[src/rtl/tsw_pkg.sv]
package tsw_pkg;
  typedef enum logic [1:0] {
    OP_ONE = 2'd0,
    OP_TWO = 2'd1,
    OP_BLK = 2'd2,
    OP_NOP = 2'd3
  } tag_op_e;

  typedef enum logic [1:0] {
    S_IDLE = 2'd0,
    S_RD   = 2'd1,
    S_WR   = 2'd2,
    S_FILL = 2'd3
  } wr_state_e;
endpackage

[src/rtl/tsw_decode.sv]
module tsw_decode #(
  parameter int ADDR_W    = 16,
  parameter int GRAN_LOG2 = 4,
  parameter int BLK_LOG2  = 6,
  localparam int TA_W     = ADDR_W - GRAN_LOG2 - 1,
  localparam int FILL_N   = 1 << (BLK_LOG2 - GRAN_LOG2 - 1)
) (
  input  logic [ADDR_W-1:0] addr,
  output logic              misaligned,
  output logic              hi_nib,
  output logic [TA_W-1:0]   byte_idx,
  output logic [TA_W-1:0]   blk_idx
);
  assign misaligned = |addr[GRAN_LOG2-1:0];
  assign hi_nib     = addr[GRAN_LOG2];
  assign byte_idx   = addr[ADDR_W-1:GRAN_LOG2+1];
  assign blk_idx    = byte_idx & ~TA_W'(FILL_N - 1);
endmodule

[src/rtl/tsw_merge.sv]
module tsw_merge (
  input  logic [7:0] old_byte,
  input  logic [3:0] tag,
  input  logic       hi,
  output logic [7:0] new_byte
);
  always_comb begin
    new_byte = old_byte;
    if (hi) new_byte[7:4] = tag;
    else    new_byte[3:0] = tag;
  end
endmodule

[src/rtl/tag_store_writer.sv]
module tag_store_writer
  import tsw_pkg::*;
#(
  parameter int ADDR_W    = 16,
  parameter int GRAN_LOG2 = 4,
  parameter int BLK_LOG2  = 6,
  localparam int TA_W     = ADDR_W - GRAN_LOG2 - 1,
  localparam int FILL_N   = 1 << (BLK_LOG2 - GRAN_LOG2 - 1),
  localparam int CNT_W    = $clog2(FILL_N + 1)
) (
  input  logic              clk,
  input  logic              rst_n,
  input  logic              cmd_valid,
  output logic              cmd_ready,
  input  logic [1:0]        cmd_op,
  input  logic [ADDR_W-1:0] cmd_addr,
  input  logic [3:0]        cmd_tag,
  input  logic              page_tagged,
  output logic              mem_rd,
  output logic              mem_we,
  output logic [TA_W-1:0]   mem_addr,
  output logic [7:0]        mem_wdata,
  input  logic [7:0]        mem_rdata,
  output logic              fault,
  output logic              busy
);
  wr_state_e        state_q;
  logic [TA_W-1:0]  ptr_q;
  logic [3:0]       tag_q;
  logic             hi_q, split_q;
  logic [CNT_W-1:0] cnt_q;
  logic             fault_q;

  logic            mis, hin;
  logic [TA_W-1:0] bidx, kidx;
  logic [7:0]      merged;
  logic            accept;
  tag_op_e         op;

  tsw_decode #(.ADDR_W(ADDR_W), .GRAN_LOG2(GRAN_LOG2), .BLK_LOG2(BLK_LOG2)) u_dec (
    .addr(cmd_addr), .misaligned(mis), .hi_nib(hin), .byte_idx(bidx), .blk_idx(kidx)
  );

  tsw_merge u_mrg (.old_byte(mem_rdata), .tag(tag_q), .hi(hi_q), .new_byte(merged));

  assign op        = tag_op_e'(cmd_op);
  assign cmd_ready = (state_q == S_IDLE);
  assign busy      = !cmd_ready;
  assign accept    = cmd_valid && cmd_ready;

  always_ff @(posedge clk or negedge rst_n) begin
    if (!rst_n) begin
      state_q <= S_IDLE;
      ptr_q   <= '0;
      tag_q   <= '0;
      hi_q    <= 1'b0;
      split_q <= 1'b0;
      cnt_q   <= '0;
      fault_q <= 1'b0;
    end else begin
      fault_q <= 1'b0;
      unique case (state_q)
        S_IDLE: if (accept) begin
          tag_q <= cmd_tag;
          unique case (op)
            OP_ONE: begin
              if (mis) fault_q <= 1'b1;
              else if (page_tagged) begin
                ptr_q <= bidx; hi_q <= hin; split_q <= 1'b0; state_q <= S_RD;
              end
            end
            OP_TWO: begin
              if (mis) fault_q <= 1'b1;
              else if (page_tagged) begin
                ptr_q <= bidx;
                if (hin) begin
                  hi_q <= 1'b1; split_q <= 1'b1; state_q <= S_RD;
                end else begin
                  cnt_q <= CNT_W'(1); state_q <= S_FILL;
                end
              end
            end
            OP_BLK: if (page_tagged) begin
              ptr_q <= kidx; cnt_q <= CNT_W'(FILL_N); state_q <= S_FILL;
            end
            default: ;
          endcase
        end
        S_RD: state_q <= S_WR;
        S_WR: begin
          if (split_q) begin
            ptr_q   <= ptr_q + 1'b1;
            hi_q    <= 1'b0;
            split_q <= 1'b0;
            state_q <= S_RD;
          end else state_q <= S_IDLE;
        end
        S_FILL: begin
          ptr_q <= ptr_q + 1'b1;
          cnt_q <= cnt_q - 1'b1;
          if (cnt_q == CNT_W'(1)) state_q <= S_IDLE;
        end
        default: state_q <= S_IDLE;
      endcase
    end
  end

  assign mem_rd    = (state_q == S_RD);
  assign mem_we    = (state_q == S_WR) || (state_q == S_FILL);
  assign mem_addr  = ptr_q;
  assign mem_wdata = (state_q == S_FILL) ? {tag_q, tag_q} : merged;
  assign fault     = fault_q;

  assert_rmw_same_idx_R2: assert property (@(posedge clk) disable iff (!rst_n)
    mem_rd |=> mem_we && $stable(mem_addr));
  assert_rd_we_excl_R2: assert property (@(posedge clk) disable iff (!rst_n)
    !(mem_rd && mem_we));
  assert_fault_after_accept_R3: assert property (@(posedge clk) disable iff (!rst_n)
    fault |-> $past(cmd_valid && cmd_ready));
  assert_fault_quiet_R3: assert property (@(posedge clk) disable iff (!rst_n)
    fault |-> !mem_rd && !mem_we);
  assert_fill_replicated_R6: assert property (@(posedge clk) disable iff (!rst_n)
    (mem_we && !$past(mem_rd)) |-> mem_wdata[7:4] == mem_wdata[3:0]);
  assert_no_ram_when_ready_R8: assert property (@(posedge clk) disable iff (!rst_n)
    cmd_ready |-> !mem_rd && !mem_we);
endmodule

[config.mk]
export PLATFORM = sky130hd
export DESIGN_NAME = tag_store_writer
export DESIGN_NICKNAME = d
export VERILOG_FILES = /design/src/rtl/tsw_pkg.sv /design/src/rtl/tsw_decode.sv /design/src/rtl/tsw_merge.sv /design/src/rtl/tag_store_writer.sv
export SDC_FILE = /design/constraint.sdc
export NUM_CORES = 1
export LEC_CHECK = 0
export BUFFER_PORTS_ARGS = -buffer_cell sky130_fd_sc_hd__buf_2
export CORE_MARGIN = 5
export CORE_UTILIZATION = 40
export CTS_BUF_LIST = sky130_fd_sc_hd__clkbuf_8
export CTS_CLUSTER_DIAMETER = 150
export DETAILED_ROUTE_END_ITERATION = 16
export GPL_TIMING_DRIVEN = 0
export PLACE_DENSITY = 0.66
export SETUP_SLACK_MARGIN = 0.4
export SYNTH_ARGS = -nofsm -noshare
export SYNTH_HDL_FRONTEND = slang
export SYNTH_SLANG_ARGS = --single-unit
[constraint.sdc]
create_clock -name clk -period 3.9 [get_ports clk]
set_input_delay 0.195 -clock clk [delete_from_list [all_inputs] [get_ports clk]]
set_output_delay 0.195 -clock clk [all_outputs]
set_load 0.03 [all_outputs]
==> results.sh, run 1 <==
export IMPL_worst_ir_drop_vdd_mv=0.404
export IMPL_vias=1592
export IMPL_worst_path_required_time_ns=3.70
export IMPL_timing_hold_worst_class="primary input to flip-flop"
export IMPL_layout_filler_cells=385
export IMPL_syn_instance_count=177
export IMPL_layout_min_cycle_time_ns=2.21
export IMPL_n_antenna_cell=0
export IMPL_count_of_boundary_i_o_pins=58
export IMPL_flow_area_growth_from_synthesis_pct=25.0
export IMPL_ctsRootBufferMaster="clkbuf_8"
export IMPL_syn_area_cell_sq_um=9.22
export IMPL_postRouteWirelength_microns=4220
export IMPL_antenna_found_initial=0
export IMPL_yosys_warnings=0
export IMPL_synth_seq_cells=22
export IMPL_synth_top_area_share_pct=33.7
export IMPL_routed_wire_length_per_instance_microns=14.6
export IMPL_path_max_fanout=10
export IMPL_fp_dieArea_sq_mm=0.00546
export IMPL_cts_clk_slew_worst_paths_ns=0.08
export IMPL_worstMarginPinSlew_ns=0.525
export IMPL_die_height_microns=73.9
export IMPL_clock_sinks=22
export IMPL_synthDistinctLibCells=41
export IMPL_post_route_cells_drive_above_1_share_pct=37.4
export IMPL_design_final_nets=278
export IMPL_gp_routability_congestion=0.817
export IMPL_cts_buffer_depth=2
export IMPL_cp_start_kind="flip-flop"
export IMPL_max_slew_margin_rel_pct=64.1
export IMPL_tritoncts_num_buffers=3
export IMPL_die_width_microns=73.9
export IMPL_outcome="complete, no violations"
export IMPL_design_area_sq_mm=0.00204
export IMPL_critical_path_start_end_classification="flip-flop to output port"
export IMPL_grt_remaining_overflow=0
export IMPL_synthesis_area_sq_mm=0.00163
export IMPL_slew_viols_final=0
export IMPL_grt_usage_pct=15.9
export IMPL_synth_yosys_seq_area_share_pct=33.7
export IMPL_endpoint_kind="output port"
export IMPL_viasPerCell=5.53
export IMPL_clk_insertion_delay_late_ns=0.27
export IMPL_drc=0
export IMPL_max_cap_viol_count=0
export IMPL_p_leak_nw=0.939
export IMPL_grt_first_pass_wirelength_microns=6820
export IMPL_timing_final_hold_violations=0
export IMPL_final_min_period_over_clock_period_pct=56.8
export IMPL_worst_r2r_setup_slack_ns=1.83
export IMPL_most_common_cell_after_layout_fill_and_taps_aside="buf_2"
export IMPL_final_core_utilization_pct=51.4
export IMPL_max_freq_ghz=0.452
export IMPL_placementRows=23
export IMPL_core_area_sq_mm=0.00397
export IMPL_start_util_pct=41.1
export IMPL_post_cts_setup_buffers=0
export IMPL_totalNegativeSetupSlack_ns=0
export IMPL_design_power_total_mw=1.72
export IMPL_rsz0062_at_grt="no"
export IMPL_first_global_vias=1465
export IMPL_power_density_mw_per_mm2=842
export IMPL_hpwl_microns=3140
export IMPL_final_antenna_net_count=0
export IMPL_drt_first_iter_violations=103
export IMPL_cts_tree="built"
export IMPL_worst_ep_arrival_time_ns=2.02
export IMPL_layout_cells_most_common_list="buf_2, dfrtp_1, mux2_2, nand2_1, inv_1"
export IMPL_grt_start_max_net_pins=23
export IMPL_post_synth_top_area_cell="dfrtp_1"
export IMPL_portBuffers=56
export IMPL_cts_htree_levels=1
export IMPL_place_area_sq_mm=0.00198
export IMPL_setup_violations_final=0
export IMPL_first_pass_iters=4
export IMPL_worst_clock_skew_ns=0.00812
export IMPL_synth_top_cells_by_area="dfrtp_1, mux2_2, ha_1, nand2_1, a211o_1"
export IMPL_post_synthesis_net_count=216
state kept, by name (all words and copies together) (netlist names):
| name | count |
|---|---|
| split_q | 1 |
| fault | 1 |
| mem_addr | 11 |
| tag_q | 4 |
| state_q | 2 |
| hi_q | 1 |
| cnt_q | 2 |
critical path, cell delays in order, from the launching register on:
cell      delay (ns)
dfrtp_1         0.37
clkbuf_1        0.34
nand2_1         0.25
and2_0          0.31
mux2_2          0.30
buf_2           0.18
final cells by class:
class / instances / area [sq um] / share of cell area [%]
Sequential cell: 22 / 551 / 27.0
Tap cell: 50 / 62.6 / 3.07
Clock buffer: 4 / 55.1 / 2.70
Multi-Input combinational cell: 130 / 962 / 47.1
Buffer: 14 / 78.8 / 3.86
Timing Repair Buffer: 57 / 290 / 14.2
Inverter: 11 / 41.3 / 2.02
cell usage after synthesis, drive strengths merged:
| library cell | number |
|---|---|
| nor4b | 4 |
| mux2 | 16 |
| and2 | 2 |
| o32ai | 5 |
| a2111oi | 1 |
| clkbuf | 8 |
| a311oi | 2 |
| o32a | 1 |
| o211ai | 4 |
| or2 | 3 |
| nand2 | 16 |
| nor4 | 7 |
| nor2b | 5 |
| mux2i | 5 |
| or3b | 1 |
| a21oi | 4 |
| a31oi | 2 |
| o21ai | 8 |
| o21bai | 1 |
| or3 | 1 |
| inv | 11 |
| nor4bb | 1 |
| a221oi | 2 |
| o31ai | 1 |
| nand3 | 7 |
| buf | 6 |
| ha | 5 |
| nand4 | 1 |
| nand2b | 2 |
| dfrtp | 22 |
| nor2 | 10 |
| nor3b | 2 |
| a211o | 6 |
| nor3 | 2 |
| o41ai | 3 |
per-stage QoR:
stage / worst slack [ns] / hold slack [ns] / std cells
detailed placement: 1.59 / 0.207 / 283
global placement: 1.57 / 0.205 / 283
CTS: 1.67 / 0.154 / 288
finish: 1.69 / 0.154 / 288
floorplan: 1.52 / -0.101 / 177
global route: 1.54 / 0.156 / 288
where the power goes:
group | switching (mW) | internal, mW
clock network | 0.0854 | 0.0904
registers | 0.104 | 0.337
logic | 0.687 | 0.415
total | 0.877 | 0.842
timing repair:
item                                   in CTS  in global routing
gates resized for setup                     0                  0
hold buffers                                1                  0
endpoints found under the hold margin      22                  0
routing by layer:
layer | track usage (%) | wire length [microns]
met3 | 3.01 | 294
met1 | 22.0 | 1940
met4 | 5.03 | 49
met2 | 24.9 | 1930
met5 | 0 | 0
final timing paths:
path	from	to	cells after the start
hold reg to reg	cnt_q[1]	cnt_q[1]	2
hold / removal	cmd_tag[1]	tag_q[1]	2
min in group asynchronous	rst_n	tag_q[0]	2
max in group asynchronous	rst_n	cnt_q[0]	2
setup reg to reg	state_q[0]	mem_addr[2]	7
setup / recovery	state_q[1]	mem_wdata[3]	5
logic make-up after synthesis:
group,synth area share [%]
buf+inv,7.36
mux,14.1
flops,33.7
simple gates,22.2
fa+ha+maj,3.83
compound gates,18.8
No activity file was read; power rests on OpenSTA's default activity.
==> inputs of run 2 (changes only) <==
Settings changed: PLACE_DENSITY 0.66 to 0.69.
Clock period 3.9 ns to 2 ns, I/O delays scaled along.
==> run 2 against run 1 <==
  * Via count increased by 1.7%
  * Routed wire length increased by 8.0%
  * Setup slack got worse by 1.6 ns
  * Sequential power increased by 100%
  * Critical endpoint is now mem_addr[2]
==> results.sh, run 2 (synthesized netlist as in run 1, its figures left out) <==
export IMPL_max_slew_margin_rel_pct=66.0
export IMPL_max_freq_ghz=0.528
export IMPL_crit_path_max_incr_delay_ns=0.40
export IMPL_setup_violations_final=0
export IMPL_first_pass_iters=4
export IMPL_postRouteWirelength_microns=4550
export IMPL_cts_clk_slew_worst_paths_ns=0.08
export IMPL_design_final_nets=285
export IMPL_net_switching_power_mw=1.91
export IMPL_cts_htree_levels=1
export IMPL_core_area_sq_mm=0.00397
export IMPL_count_of_boundary_i_o_pins=58
export IMPL_final_core_utilization_pct=58.1
export IMPL_cp_buffers_inverters=3
export IMPL_cts_tree="built"
export IMPL_timing_hold_worst_class="primary input to flip-flop"
export IMPL_p_leak_nw=1.07
export IMPL_largest_register_ffs=11
export IMPL_outcome="complete, no violations"
export IMPL_ctsRootBufferMaster="clkbuf_8"
export IMPL_tritoncts_num_buffers=3
export IMPL_worst_clock_skew_ns=0.00306
export IMPL_grt_first_pass_wirelength_microns=7380
export IMPL_flow_area_growth_from_synthesis_pct=41.4
export IMPL_p_int_mw=1.92
export IMPL_worstSetupPathDepth=7
export IMPL_n_antenna_cell=0
export IMPL_start_util_pct=41.1
export IMPL_worst_ep_arrival_time_ns=2.05
export IMPL_slew_viols_final=0
export IMPL_final_antenna_net_count=0
export IMPL_layout_cells_most_common_list="buf_2, dfrtp_1, mux2_2, nand2_1, inv_1"
export IMPL_fp_dieArea_sq_mm=0.00546
export IMPL_worst_path_required_time_ns=2.15
export IMPL_antenna_found_initial=0
export IMPL_timing_critical_path_mode_cell="buf_6"
export IMPL_drc=0
export IMPL_layout_min_cycle_time_ns=1.89
export IMPL_pwr_share_comb_pct=68.4
export IMPL_cts_buffer_depth=2
export IMPL_worstMarginPinSlew_ns=0.510
export IMPL_viasPerCell=5.49
export IMPL_most_common_cell_after_layout_fill_and_taps_aside="buf_2"
export IMPL_critical_path_top_delay_family="simple AND/OR/NAND/NOR gates"
export IMPL_final_hold_worst_slack_ns=0.0635
export IMPL_clock_sinks=22
export IMPL_path_max_fanout=5
export IMPL_placementRows=23
export IMPL_clk_insertion_delay_late_ns=0.26
export IMPL_post_route_cells_drive_above_1_share_pct=49.0
export IMPL_grt_remaining_overflow=0
export IMPL_routed_wire_length_per_instance_microns=15.4
export IMPL_die_width_microns=73.9
export IMPL_grt_usage_pct=17.1
export IMPL_rsz0062_at_grt="yes"
export IMPL_portBuffers=56
export IMPL_grt_start_max_net_pins=23
export IMPL_cp_start_kind="flip-flop"
export IMPL_timing_final_ws_setup_ns=0.107
export IMPL_r2r_cells=7
export IMPL_worst_ir_drop_vdd_mv=0.738
export IMPL_first_global_vias=1605
export IMPL_die_height_microns=73.9
export IMPL_drt_first_iter_violations=62
export IMPL_hpwl_microns=3110
export IMPL_critical_path_start_end_classification="flip-flop to flip-flop"
export IMPL_gp_routability_congestion=0.837
export IMPL_final_min_period_over_clock_period_pct=94.6
export IMPL_critPathSlowestCell="dfrtp_1"
export IMPL_dpl_worst_slack_ns=-0.0696
export IMPL_max_cap_viol_count=0
export IMPL_cp_cell_sequence="or3b_4, buf_6, and2_4, buf_6, or2_4, buf_8, a211o_1"
export IMPL_clock_power_share_pct=8.4
export IMPL_seq_power_share_pct=23.2
export IMPL_power_density_mw_per_mm2=1660
export IMPL_min_path_cells=2
export IMPL_design_power_total_mw=3.83
export IMPL_netSwitchingFraction_pct=49.8
export IMPL_endpoint_kind="flip-flop"
export IMPL_timing_final_hold_violations=0
export IMPL_vias=1619
export IMPL_layout_filler_cells=366
run 2: power groups by stage:
stage,clock network (mW),logic [mW],registers [mW]
3_3_place_gp,0,2.19,0.863
5_1_grt,0.345,2.83,0.924
4_1_cts,0.333,2.51,0.866
3_5_place_dp,0,2.20,0.866
2_1_floorplan,0,1.45,1.05
6_report,0.321,2.62,0.890
run 2: worst paths after layout:
| kind | startpoint | end | slack (ns) |
|---|---|---|---|
| setup reg to reg | state_q[1] | mem_addr[2] | 0.11 |
| max in group asynchronous | rst_n | cnt_q[1] | 1.32 |
| hold / removal | cmd_tag[3] | tag_q[3] | 0.06 |
| setup / recovery | state_q[1] | mem_addr[2] | 0.11 |
| min in group asynchronous | rst_n | mem_addr[10] | 0.34 |
| hold reg to reg | tag_q[2] | tag_q[2] | 0.53 |
run 2: routing by layer:
layer	vias up	track usage, %	share of wire [%]	wire length (microns)
li1	794	-	-	-
met1	779	22.5	45	2060
met2	44	28.7	48	2190
met3	2	2.33	6.1	279
met4	0	5.43	0.48	22
met5	-	0	0	0
run 2: repair_timing:
| item | CTS | global route |
|---|---|---|
| pin swaps | 10 | 5 |
| setup buffers | 5 | 0 |
| hold buffers | 1 | 0 |
| gates resized for setup | 30 | 15 |
| cloned | 1 | 1 |
| hold endpoints to repair | 22 | 0 |
| endpoints found under the setup margin | 26 | 24 |
run 2: final cells by class:
type / instances / area [sq um] / area share (%)
plain buffers: 14 / 118 / 5.09
well taps: 50 / 62.6 / 2.71
inverters: 11 / 43.8 / 1.90
clock buffers: 4 / 55.1 / 2.38
flip-flops and latches: 22 / 551 / 23.8
repair buffers: 64 / 370 / 16.0
multi-input cells: 130 / 1110 / 48.0
run 2: per-stage QoR:
stage,TNS (ns),cell area (sq um),instances
finish,0,2310,295
global route,0,2310,295
CTS,0,2240,294
detailed placement,-0.351,1990,283
global placement,-0.369,1990,283
floorplan,0,1650,177
==> inputs of run 3 (changes only) <==
==> constraint.sdc (replaced) <==
create_clock -name clk -period 2 [get_ports clk]
set_input_delay 0.1 -clock clk [delete_from_list [all_inputs] [get_ports clk]]
set_output_delay 0.1 -clock clk [all_outputs]
set_load 0.005 [all_outputs]
==> run 3 against run 2 <==
  * Fmax decreased by 0.95%
  * Clock power is 30% higher
  * Combinational power fell by 15%
  * Critical path type unchanged
==> results.sh, run 3 (synthesized netlist as in run 1, its figures left out) <==
export IMPL_fp_dieArea_sq_mm=0.00546
export IMPL_regToRegEndpoint="mem_addr[0]"
export IMPL_cts_tree="built"
export IMPL_first_global_vias=1536
export IMPL_core_area_sq_mm=0.00397
export IMPL_timing_hold_worst_class="primary input to flip-flop"
export IMPL_max_cap_viol_count=0
export IMPL_antenna_found_initial=0
export IMPL_critical_path_start_end_classification="flip-flop to flip-flop"
export IMPL_hold_path_end="tag_q[3]"
export IMPL_worstMarginPinSlew_ns=0.501
export IMPL_gp_routability_congestion=0.838
export IMPL_cts_htree_levels=1
export IMPL_area_of_the_multi_input_gates_sq_mm=0.00111
export IMPL_rsz0062_at_grt="yes"
export IMPL_max_freq_ghz=0.523
export IMPL_cts_clk_slew_worst_paths_ns=0.08
export IMPL_r2r_start="state_q[0]"
export IMPL_largest_register_ffs=11
export IMPL_post_route_cells_drive_above_1_share_pct=52.0
export IMPL_worst_r2r_setup_slack_ns=0.09
export IMPL_place_inst=283
export IMPL_worst_ep_arrival_time_ns=2.07
export IMPL_tritoncts_num_buffers=3
export IMPL_timing_final_hold_violations=0
export IMPL_dr_max_layer_used="met4"
export IMPL_postRouteWirelength_microns=4540
export IMPL_placementRows=23
export IMPL_viasPerCell=5.47
export IMPL_vias=1641
export IMPL_worst_ir_drop_vdd_mv=0.707
export IMPL_max_slew_margin_rel_pct=66.3
export IMPL_die_width_microns=73.9
export IMPL_routedLengthMet1_microns=1990
export IMPL_hold_start="cmd_tag[3]"
export IMPL_most_common_cell_after_layout_fill_and_taps_aside="buf_2"
export IMPL_worst_path_required_time_ns=2.16
export IMPL_layout_cells_most_common_list="buf_2, dfrtp_1, nand2_1"
export IMPL_flow_area_growth_from_synthesis_pct=45.6
export IMPL_timing_final_ws_setup_ns=0.0889
export IMPL_cts_buffer_depth=2
export IMPL_n_antenna_cell=0
export IMPL_die_height_microns=73.9
export IMPL_clock_sinks=22
export IMPL_met3RoutedLength_microns=374
export IMPL_design_final_nets=290
export IMPL_p_leak_nw=1.10
export IMPL_final_antenna_net_count=0
export IMPL_clk_insertion_delay_late_ns=0.27
export IMPL_setup_violations_final=0
export IMPL_outcome="complete, no violations"
export IMPL_grt_first_pass_wirelength_microns=7230
export IMPL_power_density_mw_per_mm2=1480
export IMPL_grt_usage_pct=16.9
export IMPL_first_pass_iters=5
export IMPL_worst_clock_skew_ns=0.00561
export IMPL_design_area_sq_mm=0.00238
export IMPL_r2r_cells=7
export IMPL_portBuffers=56
export IMPL_routed_wire_length_per_instance_microns=15.1
export IMPL_final_min_period_over_clock_period_pct=95.6
export IMPL_hpwl_microns=3140
export IMPL_ctsRootBufferMaster="clkbuf_8"
export IMPL_regArea_sq_um=551
export IMPL_grt_start_max_net_pins=23
export IMPL_start_util_pct=41.1
export IMPL_drc=0
export IMPL_drt_first_iter_violations=58
export IMPL_layout_min_cycle_time_ns=1.91
export IMPL_sum_of_met2_wire_segment_lengths_after_detailed_routing_microns=2110
export IMPL_min_path_cells=2
export IMPL_cp_start_kind="flip-flop"
export IMPL_endpoint_kind="flip-flop"
export IMPL_count_of_boundary_i_o_pins=58
export IMPL_dpl_worst_slack_ns=-0.221
export IMPL_grt_remaining_overflow=0
export IMPL_layout_filler_cells=360
export IMPL_instances_no_fill=300
export IMPL_slew_viols_final=0
export IMPL_path_max_fanout=3
export IMPL_place_area_sq_mm=0.00198
[run 3: stage by stage]
step                total power, mW  utilization (%)  setup TNS [ns]  hold slack, ns
floorplan                      1.98                -               0          -0.196
global placement               2.53             49.9           -1.22          0.0990
detailed placement             2.54             49.9           -1.34           0.101
CTS                            3.39             58.1               0          0.0580
global route                   3.78             59.9               0          0.0555
finish                         3.52             59.9               0          0.0569
[run 3: final cells by class]
cell class / count / area share, %
Sequential cell: 22 / 23.2
Buffer: 14 / 5.42
Clock inverter: 1 / 1.26
Timing Repair Buffer: 69 / 17.2
Clock buffer: 3 / 1.74
Inverter: 11 / 1.84
Tap cell: 50 / 2.63
Multi-Input combinational cell: 130 / 46.8
[run 3: power by group]
| part | switching [mW] | internal, mW |
|---|---|---|
| Sequential | 0.224 | 0.657 |
| Combinational | 1.05 | 1.17 |
| Clock | 0.148 | 0.268 |
| Total | 1.42 | 2.10 |
[run 3: worst max-delay path by stage]
stage	start	endpoint	slack [ns]	cells after the start
3_3_place_gp	cmd_op[1]	mem_addr[10]	-0.20	9
5_1_grt	state_q[0]	mem_addr[0]	0.05	7
6_report	state_q[0]	mem_addr[0]	0.09	7
2_1_floorplan	state_q[0]	mem_addr[2]	0.14	7
3_5_place_dp	cmd_op[1]	mem_addr[10]	-0.22	9
4_1_cts	state_q[1]	mem_addr[5]	0.09	7
[run 3: worst max-delay path: stages (launching register included)]
cell,delay [ns]
dfrtp_1,0.39
or3b_4,0.40
buf_6,0.12
and2_4,0.13
buf_6,0.11
or2_4,0.26
buf_4,0.14
mux2_2,0.25
[run 3: metal layers]
layer / vias up / GRT usage [%]
met2: 64 / 26.3
li1: 806 / -
met3: 6 / 3.28
met5: - / 0
met4: 0 / 5.43
met1: 765 / 23.4
[run 3: repair_timing]
item                                    4_1_cts  5_1_grt
hold buffers                                  1        0
gates cloned                                  1        0
setup buffers                                10        1
hold endpoints to repair                     22        0
endpoints found under the setup margin       24       28
resized for setup                            38       17
pin swaps                                    10        6
